[src/rtl/nfc_pkg.sv]
// Shared types for the NAND host sequencer: request opcodes, the kind of a
// single bus cycle and the fixed command bytes. Assumes an 8-bit bus.
package nfc_pkg;
    typedef enum logic [2:0] {
        OP_READ   = 3'd0,
        OP_PROG   = 3'd1,
        OP_ERASE  = 3'd2,
        OP_RESET  = 3'd3,
        OP_STATUS = 3'd4,
        OP_READID = 3'd5
    } op_e;

    typedef enum logic [1:0] {
        K_CMD  = 2'd0,
        K_ADDR = 2'd1,
        K_WR   = 2'd2,
        K_RD   = 2'd3
    } kind_e;

    localparam logic [7:0] C_READ1  = 8'h00;
    localparam logic [7:0] C_READ2  = 8'h30;
    localparam logic [7:0] C_PROG1  = 8'h80;
    localparam logic [7:0] C_PROG2  = 8'h10;
    localparam logic [7:0] C_ERASE1 = 8'h60;
    localparam logic [7:0] C_ERASE2 = 8'hD0;
    localparam logic [7:0] C_RESET  = 8'hFF;
    localparam logic [7:0] C_STATUS = 8'h70;
    localparam logic [7:0] C_ID     = 8'h90;
endpackage

[src/rtl/nfc_bus_cycle.sv]
// Single bus-cycle engine. On start it runs one command, address, write-data
// or read-data cycle: strobe low for max(1,T_low) clocks, then high for
// max(1,T_high) clocks, then a one-cycle done. CLE/ALE and the output byte are
// held for the whole cycle. Read data is captured on the clock that raises RE#.
// Assumes start is only raised while idle is high.
module nfc_bus_cycle
    import nfc_pkg::*;
#(
    parameter int TW = 4
) (
    input  logic          clk,
    input  logic          rst_n,
    input  logic          start,
    input  kind_e         kind,
    input  logic [7:0]    wbyte,
    input  logic [TW-1:0] t_wl,
    input  logic [TW-1:0] t_wh,
    input  logic [TW-1:0] t_rl,
    input  logic [TW-1:0] t_rh,
    input  logic [7:0]    io_in,
    output logic          idle,
    output logic          done,
    output logic [7:0]    rbyte,
    output logic          cle,
    output logic          ale,
    output logic          we_n,
    output logic          re_n,
    output logic [7:0]    io_out,
    output logic          io_oe
);
    typedef enum logic [1:0] {P_IDLE, P_LOW, P_HIGH} ph_e;

    ph_e           ph;
    logic [TW-1:0] cnt;
    logic          is_rd;
    logic          start_rd;

    function automatic logic [TW-1:0] eff(input logic [TW-1:0] t);
        return (t == '0) ? TW'(1) : t;
    endfunction

    assign start_rd = (kind == K_RD);
    assign idle     = (ph == P_IDLE);
    assign done     = (ph == P_HIGH) && (cnt == '0);

    // Phase sequencing, pulse counting and read capture for one bus cycle.
    always_ff @(posedge clk) begin
        if (!rst_n) begin
            ph     <= P_IDLE;
            cnt    <= '0;
            is_rd  <= 1'b0;
            cle    <= 1'b0;
            ale    <= 1'b0;
            we_n   <= 1'b1;
            re_n   <= 1'b1;
            io_out <= 8'h00;
            io_oe  <= 1'b0;
            rbyte  <= 8'h00;
        end else begin
            case (ph)
                P_IDLE: if (start) begin
                    ph     <= P_LOW;
                    is_rd  <= start_rd;
                    cle    <= (kind == K_CMD);
                    ale    <= (kind == K_ADDR);
                    io_out <= wbyte;
                    io_oe  <= !start_rd;
                    we_n   <= start_rd;
                    re_n   <= !start_rd;
                    cnt    <= (start_rd ? eff(t_rl) : eff(t_wl)) - TW'(1);
                end
                P_LOW: begin
                    if (cnt == '0) begin
                        ph   <= P_HIGH;
                        we_n <= 1'b1;
                        re_n <= 1'b1;
                        if (is_rd) rbyte <= io_in;
                        cnt  <= (is_rd ? eff(t_rh) : eff(t_wh)) - TW'(1);
                    end else begin
                        cnt <= cnt - TW'(1);
                    end
                end
                default: begin
                    if (cnt == '0) begin
                        ph    <= P_IDLE;
                        cle   <= 1'b0;
                        ale   <= 1'b0;
                        io_oe <= 1'b0;
                    end else begin
                        cnt <= cnt - TW'(1);
                    end
                end
            endcase
        end
    end

    p_strobe_excl_r1: assert property (@(posedge clk) disable iff (!rst_n)
        !(!we_n && !re_n));
    p_latch_excl_r2: assert property (@(posedge clk) disable iff (!rst_n)
        !(cle && ale));
    p_hold_low_r2: assert property (@(posedge clk) disable iff (!rst_n)
        (!we_n && $past(!we_n)) |-> ($stable(cle) && $stable(ale) && $stable(io_out)));
endmodule

[src/rtl/nfc_seq.sv]
// Operation sequencer. It accepts one request while idle and steps through
// command, address, data, busy-wait and status phases, requesting one bus
// cycle at a time from the engine. It clamps the column to the page and
// buffers one read byte for the read stream. Assumes nf_rb_n is synchronous.
module nfc_seq
    import nfc_pkg::*;
#(
    parameter int COL_W      = 12,
    parameter int ROW_W      = 17,
    parameter int LEN_W      = 12,
    parameter int PAGE_BYTES = 2112
) (
    input  logic             clk,
    input  logic             rst_n,
    input  logic             req_valid,
    output logic             req_ready,
    input  logic [2:0]       req_op,
    input  logic [ROW_W-1:0] req_row,
    input  logic [COL_W-1:0] req_col,
    input  logic [LEN_W-1:0] req_len,
    input  logic             wr_valid,
    output logic             wr_ready,
    input  logic [7:0]       wr_data,
    output logic             rd_valid,
    input  logic             rd_ready,
    output logic [7:0]       rd_data,
    output logic             done,
    output logic             done_fail,
    output logic             nf_ce_n,
    input  logic             nf_rb_n,
    output logic             cyc_start,
    output kind_e            cyc_kind,
    output logic [7:0]       cyc_byte,
    input  logic             cyc_idle,
    input  logic             cyc_done,
    input  logic [7:0]       cyc_rbyte
);
    localparam int COL_MAX = PAGE_BYTES - 1;
    localparam logic [2:0] AI_ID = 3'd5;

    typedef enum logic [3:0] {
        S_IDLE, S_CMD1, S_ADDR, S_WDATA, S_CMD2, S_WLO, S_WHI,
        S_RDATA, S_RHOLD, S_SCMD, S_SREAD, S_DONE
    } st_e;

    st_e              st;
    op_e              op;
    logic [COL_W-1:0] col;
    logic [ROW_W-1:0] row;
    logic [LEN_W-1:0] left;
    logic [2:0]       aidx;
    logic [7:0]       rbuf;
    logic             fail;
    logic [15:0]      col16;
    logic [23:0]      row24;
    logic [7:0]       abyte, cmd1, cmd2;
    logic             want;

    assign col16 = 16'(col);
    assign row24 = 24'(row);

    // Address byte for the current index: two column bytes, then three row bytes.
    always_comb begin
        case (aidx)
            3'd0:    abyte = col16[7:0];
            3'd1:    abyte = col16[15:8];
            3'd2:    abyte = row24[7:0];
            3'd3:    abyte = row24[15:8];
            3'd4:    abyte = row24[23:16];
            default: abyte = 8'h00;
        endcase
    end

    // First and second command bytes for the latched opcode.
    always_comb begin
        case (op)
            OP_READ:   cmd1 = C_READ1;
            OP_PROG:   cmd1 = C_PROG1;
            OP_ERASE:  cmd1 = C_ERASE1;
            OP_RESET:  cmd1 = C_RESET;
            OP_STATUS: cmd1 = C_STATUS;
            default:   cmd1 = C_ID;
        endcase
        case (op)
            OP_READ: cmd2 = C_READ2;
            OP_PROG: cmd2 = C_PROG2;
            default: cmd2 = C_ERASE2;
        endcase
    end

    // Bus-cycle request: kind and byte follow the current step.
    always_comb begin
        want     = 1'b0;
        cyc_kind = K_CMD;
        cyc_byte = 8'h00;
        case (st)
            S_CMD1:  begin want = 1'b1; cyc_byte = cmd1; end
            S_ADDR:  begin want = 1'b1; cyc_kind = K_ADDR; cyc_byte = abyte; end
            S_WDATA: begin want = wr_valid; cyc_kind = K_WR; cyc_byte = wr_data; end
            S_CMD2:  begin want = 1'b1; cyc_byte = cmd2; end
            S_SCMD:  begin want = 1'b1; cyc_byte = C_STATUS; end
            S_RDATA, S_SREAD: begin want = 1'b1; cyc_kind = K_RD; end
            default: want = 1'b0;
        endcase
    end

    assign cyc_start = want && cyc_idle;
    assign wr_ready  = (st == S_WDATA) && cyc_idle;
    assign req_ready = (st == S_IDLE);
    assign rd_valid  = (st == S_RHOLD);
    assign rd_data   = rbuf;
    assign done      = (st == S_DONE);
    assign done_fail = (st == S_DONE) && fail;
    assign nf_ce_n   = (st == S_IDLE);

    // Step sequencing across command, address, data, busy and status phases.
    always_ff @(posedge clk) begin
        if (!rst_n) begin
            st   <= S_IDLE;
            op   <= OP_READ;
            col  <= '0;
            row  <= '0;
            left <= '0;
            aidx <= '0;
            rbuf <= 8'h00;
            fail <= 1'b0;
        end else begin
            case (st)
                S_IDLE: if (req_valid && req_op <= 3'd5) begin
                    op   <= op_e'(req_op);
                    row  <= req_row;
                    col  <= (req_col > COL_W'(COL_MAX)) ? COL_W'(COL_MAX) : req_col;
                    left <= req_len;
                    fail <= 1'b0;
                    st   <= S_CMD1;
                end
                S_CMD1: if (cyc_done) begin
                    case (op)
                        OP_READ, OP_PROG: begin aidx <= 3'd0; st <= S_ADDR; end
                        OP_ERASE:  begin aidx <= 3'd2; st <= S_ADDR; end
                        OP_READID: begin aidx <= AI_ID; st <= S_ADDR; end
                        OP_STATUS: begin left <= LEN_W'(1); st <= S_RDATA; end
                        default:   st <= S_DONE;
                    endcase
                end
                S_ADDR: if (cyc_done) begin
                    if (aidx == AI_ID)
                        st <= (left == '0) ? S_DONE : S_RDATA;
                    else if (aidx == 3'd4)
                        st <= (op == OP_PROG && left != '0) ? S_WDATA : S_CMD2;
                    else
                        aidx <= aidx + 3'd1;
                end
                S_WDATA: if (cyc_done) begin
                    left <= left - LEN_W'(1);
                    if (left == LEN_W'(1)) st <= S_CMD2;
                end
                S_CMD2: if (cyc_done) st <= S_WLO;
                S_WLO:  if (!nf_rb_n) st <= S_WHI;
                S_WHI:  if (nf_rb_n) begin
                    if (op == OP_READ) st <= (left == '0) ? S_DONE : S_RDATA;
                    else               st <= S_SCMD;
                end
                S_RDATA: if (cyc_done) begin
                    rbuf <= cyc_rbyte;
                    st   <= S_RHOLD;
                end
                S_RHOLD: if (rd_ready) begin
                    left <= left - LEN_W'(1);
                    st   <= (left == LEN_W'(1)) ? S_DONE : S_RDATA;
                end
                S_SCMD:  if (cyc_done) st <= S_SREAD;
                S_SREAD: if (cyc_done) begin
                    fail <= cyc_rbyte[0];
                    st   <= S_DONE;
                end
                default: st <= S_IDLE;
            endcase
        end
    end

    p_done_then_ready_r11: assert property (@(posedge clk) disable iff (!rst_n)
        done |=> (req_ready && !done));
    p_rd_hold_r11: assert property (@(posedge clk) disable iff (!rst_n)
        (rd_valid && !rd_ready) |=> (rd_valid && $stable(rd_data)));
    p_col_in_page_r8: assert property (@(posedge clk) disable iff (!rst_n)
        (st != S_IDLE) |-> (col <= COL_W'(COL_MAX)));
    p_wr_only_prog_r4: assert property (@(posedge clk) disable iff (!rst_n)
        wr_ready |-> (op == OP_PROG));
    p_quiet_busy_r10: assert property (@(posedge clk) disable iff (!rst_n)
        (st == S_WLO || st == S_WHI) |-> (cyc_idle && !done));
endmodule

[src/rtl/nfc_seq_top.sv]
// Top of the NAND host sequencer: joins the operation sequencer to the bus
// cycle engine and exposes the flash bus pins. Assumes one flash device and
// an externally synchronised ready/busy input.
module nfc_seq_top
    import nfc_pkg::*;
#(
    parameter int COL_W      = 12,
    parameter int ROW_W      = 17,
    parameter int LEN_W      = 12,
    parameter int TW         = 4,
    parameter int PAGE_BYTES = 2112
) (
    input  logic             clk,
    input  logic             rst_n,
    input  logic             req_valid,
    output logic             req_ready,
    input  logic [2:0]       req_op,
    input  logic [ROW_W-1:0] req_row,
    input  logic [COL_W-1:0] req_col,
    input  logic [LEN_W-1:0] req_len,
    input  logic [TW-1:0]    t_wl,
    input  logic [TW-1:0]    t_wh,
    input  logic [TW-1:0]    t_rl,
    input  logic [TW-1:0]    t_rh,
    input  logic             wr_valid,
    output logic             wr_ready,
    input  logic [7:0]       wr_data,
    output logic             rd_valid,
    input  logic             rd_ready,
    output logic [7:0]       rd_data,
    output logic             done,
    output logic             done_fail,
    output logic             nf_ce_n,
    output logic             nf_cle,
    output logic             nf_ale,
    output logic             nf_we_n,
    output logic             nf_re_n,
    output logic [7:0]       nf_io_out,
    output logic             nf_io_oe,
    input  logic [7:0]       nf_io_in,
    input  logic             nf_rb_n
);
    logic       cyc_start, cyc_idle, cyc_done;
    kind_e      cyc_kind;
    logic [7:0] cyc_byte, cyc_rbyte;

    nfc_seq #(
        .COL_W(COL_W), .ROW_W(ROW_W), .LEN_W(LEN_W), .PAGE_BYTES(PAGE_BYTES)
    ) u_seq (
        .clk(clk), .rst_n(rst_n),
        .req_valid(req_valid), .req_ready(req_ready), .req_op(req_op),
        .req_row(req_row), .req_col(req_col), .req_len(req_len),
        .wr_valid(wr_valid), .wr_ready(wr_ready), .wr_data(wr_data),
        .rd_valid(rd_valid), .rd_ready(rd_ready), .rd_data(rd_data),
        .done(done), .done_fail(done_fail),
        .nf_ce_n(nf_ce_n), .nf_rb_n(nf_rb_n),
        .cyc_start(cyc_start), .cyc_kind(cyc_kind), .cyc_byte(cyc_byte),
        .cyc_idle(cyc_idle), .cyc_done(cyc_done), .cyc_rbyte(cyc_rbyte)
    );

    nfc_bus_cycle #(.TW(TW)) u_cyc (
        .clk(clk), .rst_n(rst_n),
        .start(cyc_start), .kind(cyc_kind), .wbyte(cyc_byte),
        .t_wl(t_wl), .t_wh(t_wh), .t_rl(t_rl), .t_rh(t_rh),
        .io_in(nf_io_in),
        .idle(cyc_idle), .done(cyc_done), .rbyte(cyc_rbyte),
        .cle(nf_cle), .ale(nf_ale), .we_n(nf_we_n), .re_n(nf_re_n),
        .io_out(nf_io_out), .io_oe(nf_io_oe)
    );

    p_ce_around_strobe_r1: assert property (@(posedge clk) disable iff (!rst_n)
        (!nf_we_n || !nf_re_n) |-> !nf_ce_n);
    p_oe_on_write_r1: assert property (@(posedge clk) disable iff (!rst_n)
        !nf_we_n |-> nf_io_oe);
endmodule

[config.mk]
export PLATFORM = sky130hd
export DESIGN_NAME = nfc_seq_top
export DESIGN_NICKNAME = d
export VERILOG_FILES = /design/src/rtl/nfc_pkg.sv /design/src/rtl/nfc_bus_cycle.sv /design/src/rtl/nfc_seq.sv /design/src/rtl/nfc_seq_top.sv
export SDC_FILE = /design/constraint.sdc
export NUM_CORES = 1
export LEC_CHECK = 0
export ABC_AREA = 1
export BUFFER_PORTS_ARGS = -buffer_cell sky130_fd_sc_hd__buf_2
export CORE_MARGIN = 2
export CORE_UTILIZATION = 25
export CTS_BUF_LIST = sky130_fd_sc_hd__clkbuf_4 sky130_fd_sc_hd__clkbuf_8
export CTS_CLUSTER_SIZE = 24
export DETAILED_ROUTE_END_ITERATION = 8
export SKIP_LAST_GASP = 1
export SYNTH_ARGS = -nofsm -noshare
export SYNTH_HDL_FRONTEND = slang
export SYNTH_SLANG_ARGS = --single-unit
[constraint.sdc]
create_clock -name clk -period 4.1 [get_ports clk]
set_clock_uncertainty 0.15 [all_clocks]
set_input_delay 0.41 -clock clk [delete_from_list [all_inputs] [get_ports clk]]
set_output_delay 0.41 -clock clk [all_outputs]
set_load 0.1 [all_outputs]
==> results by group <==
Timing
  – Tmin final: 2.43 ns
  – Max-slew headroom: 48.5%
  – Part of the cycle the worst path needs: 59.3%
  – Slew Viols, Final: 0
  – Worst-Margin Slew: 0.764 ns
  – RSZ-0062 raised after global routing: no
  – Setup Total Neg Slack: 0 ns
  – Fmax: 411 MHz
  – WHS: 0.119 ns
  – Final hold violations: 0
  – Final Setup Violations: 0

Critical path
  – CP peak stage delay: 0.46 ns
  – WS Path Type: flip-flop to primary output
  – Worst Path Buf+Inv: 2
  – Worst EP required: 3.54 ns
  – Critical path endpoint category: primary output
  – Critical path startpoint category: flip-flop
  – Slowest CP cell: buf_2
  – CP cell instances: nor2_1 > nand2_1 > inv_1 > buf_2
  – Top delay family on crit path: buffers and inverters
  – Max Fanout on Critical Path: 7
  – CP Data Arrival Time: 1.87 ns

Placed design
  – Placer Congestion: 0.897
  – Placed Cells: 1123
  – Port bufs: 108
  – HPWL Detailed: 11400 microns

Synth
  – FF+latch count, synth: 88
  – Main combinational cell family by area after synthesis: simple AND/OR/NAND/NOR gates
  – Synthesized area: 4920 sq um
  – XOR/XNOR share of the synthesized area: 0.889%
  – Post-synth top area share: 35.8%
  – Mapped Cells: 771
  – Top cells by area, synth: dfxtp_1 36%, nand2_1 14%, nor2_1 8.5%
  – Yosys top cell by area: dfxtp_1
  – Yosys warnings: 0
  – Syn Area/Cell: 6.39 sq um
  – Unique masters post-synth: 38
  – Compound-Gate Fraction of Synth Area: 19.4%
  – Register area share after synthesis: 35.8%
  – Multiplexer share of the synthesized area: 0%
  – Post-Synth Adder-Cell Area: 2.54%
  – Simple-gate share of the synthesized area: 32.2%
  – Net Count, Synth: 863

Route
  – Via Count: 5073
  – Vias per cell: 4.46
  – Uppermost layer routed: met4
  – Wire per inst: 13.0 microns
  – Number of DRC markers in iteration 0: 343
  – DRC viols: 0
  – Drt total wl: 14800 microns
  – DRT Pass-1 Iters: 5
  – Antenna viol nets, final: 0
  – Post-Route M1 WL: 7580 microns
  – Met2 routed WL: 6270 microns
  – Metal3 WL: 714 microns

Cells and area
  – Fraction of layout cells with a size suffix above 1: 17.8%
  – Non-Filler Instances: 1138
  – Area added between synthesis and finish: 20.2%
  – ANT cells: 0
  – Commonest cells after routing, fill and taps aside: 188 x nand2_1, 112 x nor2_1, 108 x buf_2, 88 x dfxtp_1, 81 x inv_1
  – Fin nets: 961
  – Commonest non-fill, non-tap cell in the layout: nand2_1

CTS
  – TritonCTS clock tree: yes
  – Skew-Pair Late Insertion Delay: 0.36 ns
  – Clock Sinks: 88
  – Setup Fix Bufs, Post-CTS: 0
  – CTS buffer count: 9
  – Clock root buffer: clkbuf_8
  – CTS resizes: 0
  – CTS Hold Buffers Added: 0
  – Clock Tree Buf Depth: 2
  – CTS clock-pin slew for the worst setup and hold paths: 0.09 ns
  – Max H-tree Level: 3

Pwr
  – Sw Pwr: 2.15 mW
  – Comb pwr share: 54.0%
  – Int Pwr: 2.04 mW
  – LEAKAGE: 2.84 nW
  – Worst vdd ir: 0.533 mV
  – Pwr Total: 4.19 mW
  – P per Cell Area: 708 nW/um^2
  – Reg power frac: 29.9%
  – Switching Fraction: 51.2%
  – Clock Power Share: 16.1%

Global route
  – Global Route Usage Sum: 14.3%
  – Largest net degree at the start of global routing: 69
  – Number of global-route vias before repair: 4709
  – First-pass GRT wire length: 23600 microns
  – Initial antenna violation count: 0
  – GR Overflow Total: 0

Floorplanning
  – Initial Utilization: 25.4%
  – Row count: 51
  – Die Wd: 144 microns
  – Die Y: 144 microns
  – Core footprint: 19400 sq um
  – Die footprint: 20800 sq um
  – Number of I/O pins: 109

Run
  – Max cap viols: 0

Worst hold path
  – Hold WC Path Type: input pin to flip-flop

Status
  – Status: finished clean
## flip-flops by register name, summed over array words and instances, names as in the netlist, 4 cells and up
register / cells
u_seq.col: 12
u_cyc.io_out: 8
u_cyc.rbyte: 8
u_seq.st: 4
u_cyc.cnt: 4
u_seq.rd_data: 8
u_seq.row: 17
u_seq.left: 12
## metrics by stage
stage                     setup WS [ns]  utilization, %  area [sq um]
final                              1.67            30.5          5920
after global routing               1.49            30.5          5920
after CTS                          1.62            30.5          5920
after detailed placement           1.87            29.4          5700
after global placement             1.91            29.4          5700
after floorplan                   0.797               -          4920
## layout make-up
type                       instances  area, sq um
tap                              265          332
sequential                        88         1760
clock buffer                       9          124
clock inverter                     6         91.3
multi-input combinational        570         2710
fill                            2214        13500
timing repair buffer             111          563
inverter                          89          334
## power groups by stage
| stage | Clock [mW] | Sequential [mW] | Combinational, mW |
|---|---|---|---|
| after floorplan | 0 | 1.55 | 1.52 |
| after global placement | 0 | 1.27 | 2.25 |
| after detailed placement | 0 | 1.27 | 2.25 |
| after CTS | 0.696 | 1.25 | 2.27 |
| after global routing | 0.735 | 1.28 | 2.54 |
| final | 0.676 | 1.25 | 2.26 |
## cells in the mapped netlist, drive strengths merged
master,count
a211oi,2
a21oi,75
a22o,2
a31oi,3
a32o,2
buf,8
clkbuf,16
clkinv,1
dfxtp,88
ha,10
inv,88
nand2,196
nand3,39
nand3b,2
nand4,10
nor2,118
nor3,9
nor3b,1
o211ai,1
o21ai,83
o221ai,4
o22ai,2
o31ai,2
o41ai,1
or2,3
xnor2,1
xor2,4
## layer usage
layer	global-route usage, %	vias up
met4	4.80	0
met5	0	-
met3	2.52	14
met2	21.5	134
li1	-	2697
met1	20.6	2228
## kinds of logic after synthesis
| family | count (synthesis) |
|---|---|
| compound gates | 177 |
| xor+xnor | 5 |
| fa+ha+maj | 10 |
| buf+inv | 113 |
| flops | 88 |
| simple gates | 378 |
## tightest hold or removal path, cell delays in order
cell and delay [ns]:
buf_2 0.08, nor2_1 0.03, nor2_1 0.08
## worst paths after layout
| kind | start | endpoint | slack (ns) | cells past startpoint |
|---|---|---|---|---|
| setup / recovery | u_seq.st[0] | req_ready | 1.67 | 4 |
| hold / removal | req_row[0] | u_seq.row[0] | 0.12 | 3 |
| setup reg to reg | u_cyc.cnt[0] | u_seq.rd_data[1] | 1.81 | 7 |
| hold reg to reg | u_cyc.rbyte[7] | u_seq.rd_data[7] | 0.30 | 2 |
No activity file was read; power rests on OpenSTA's default activity.
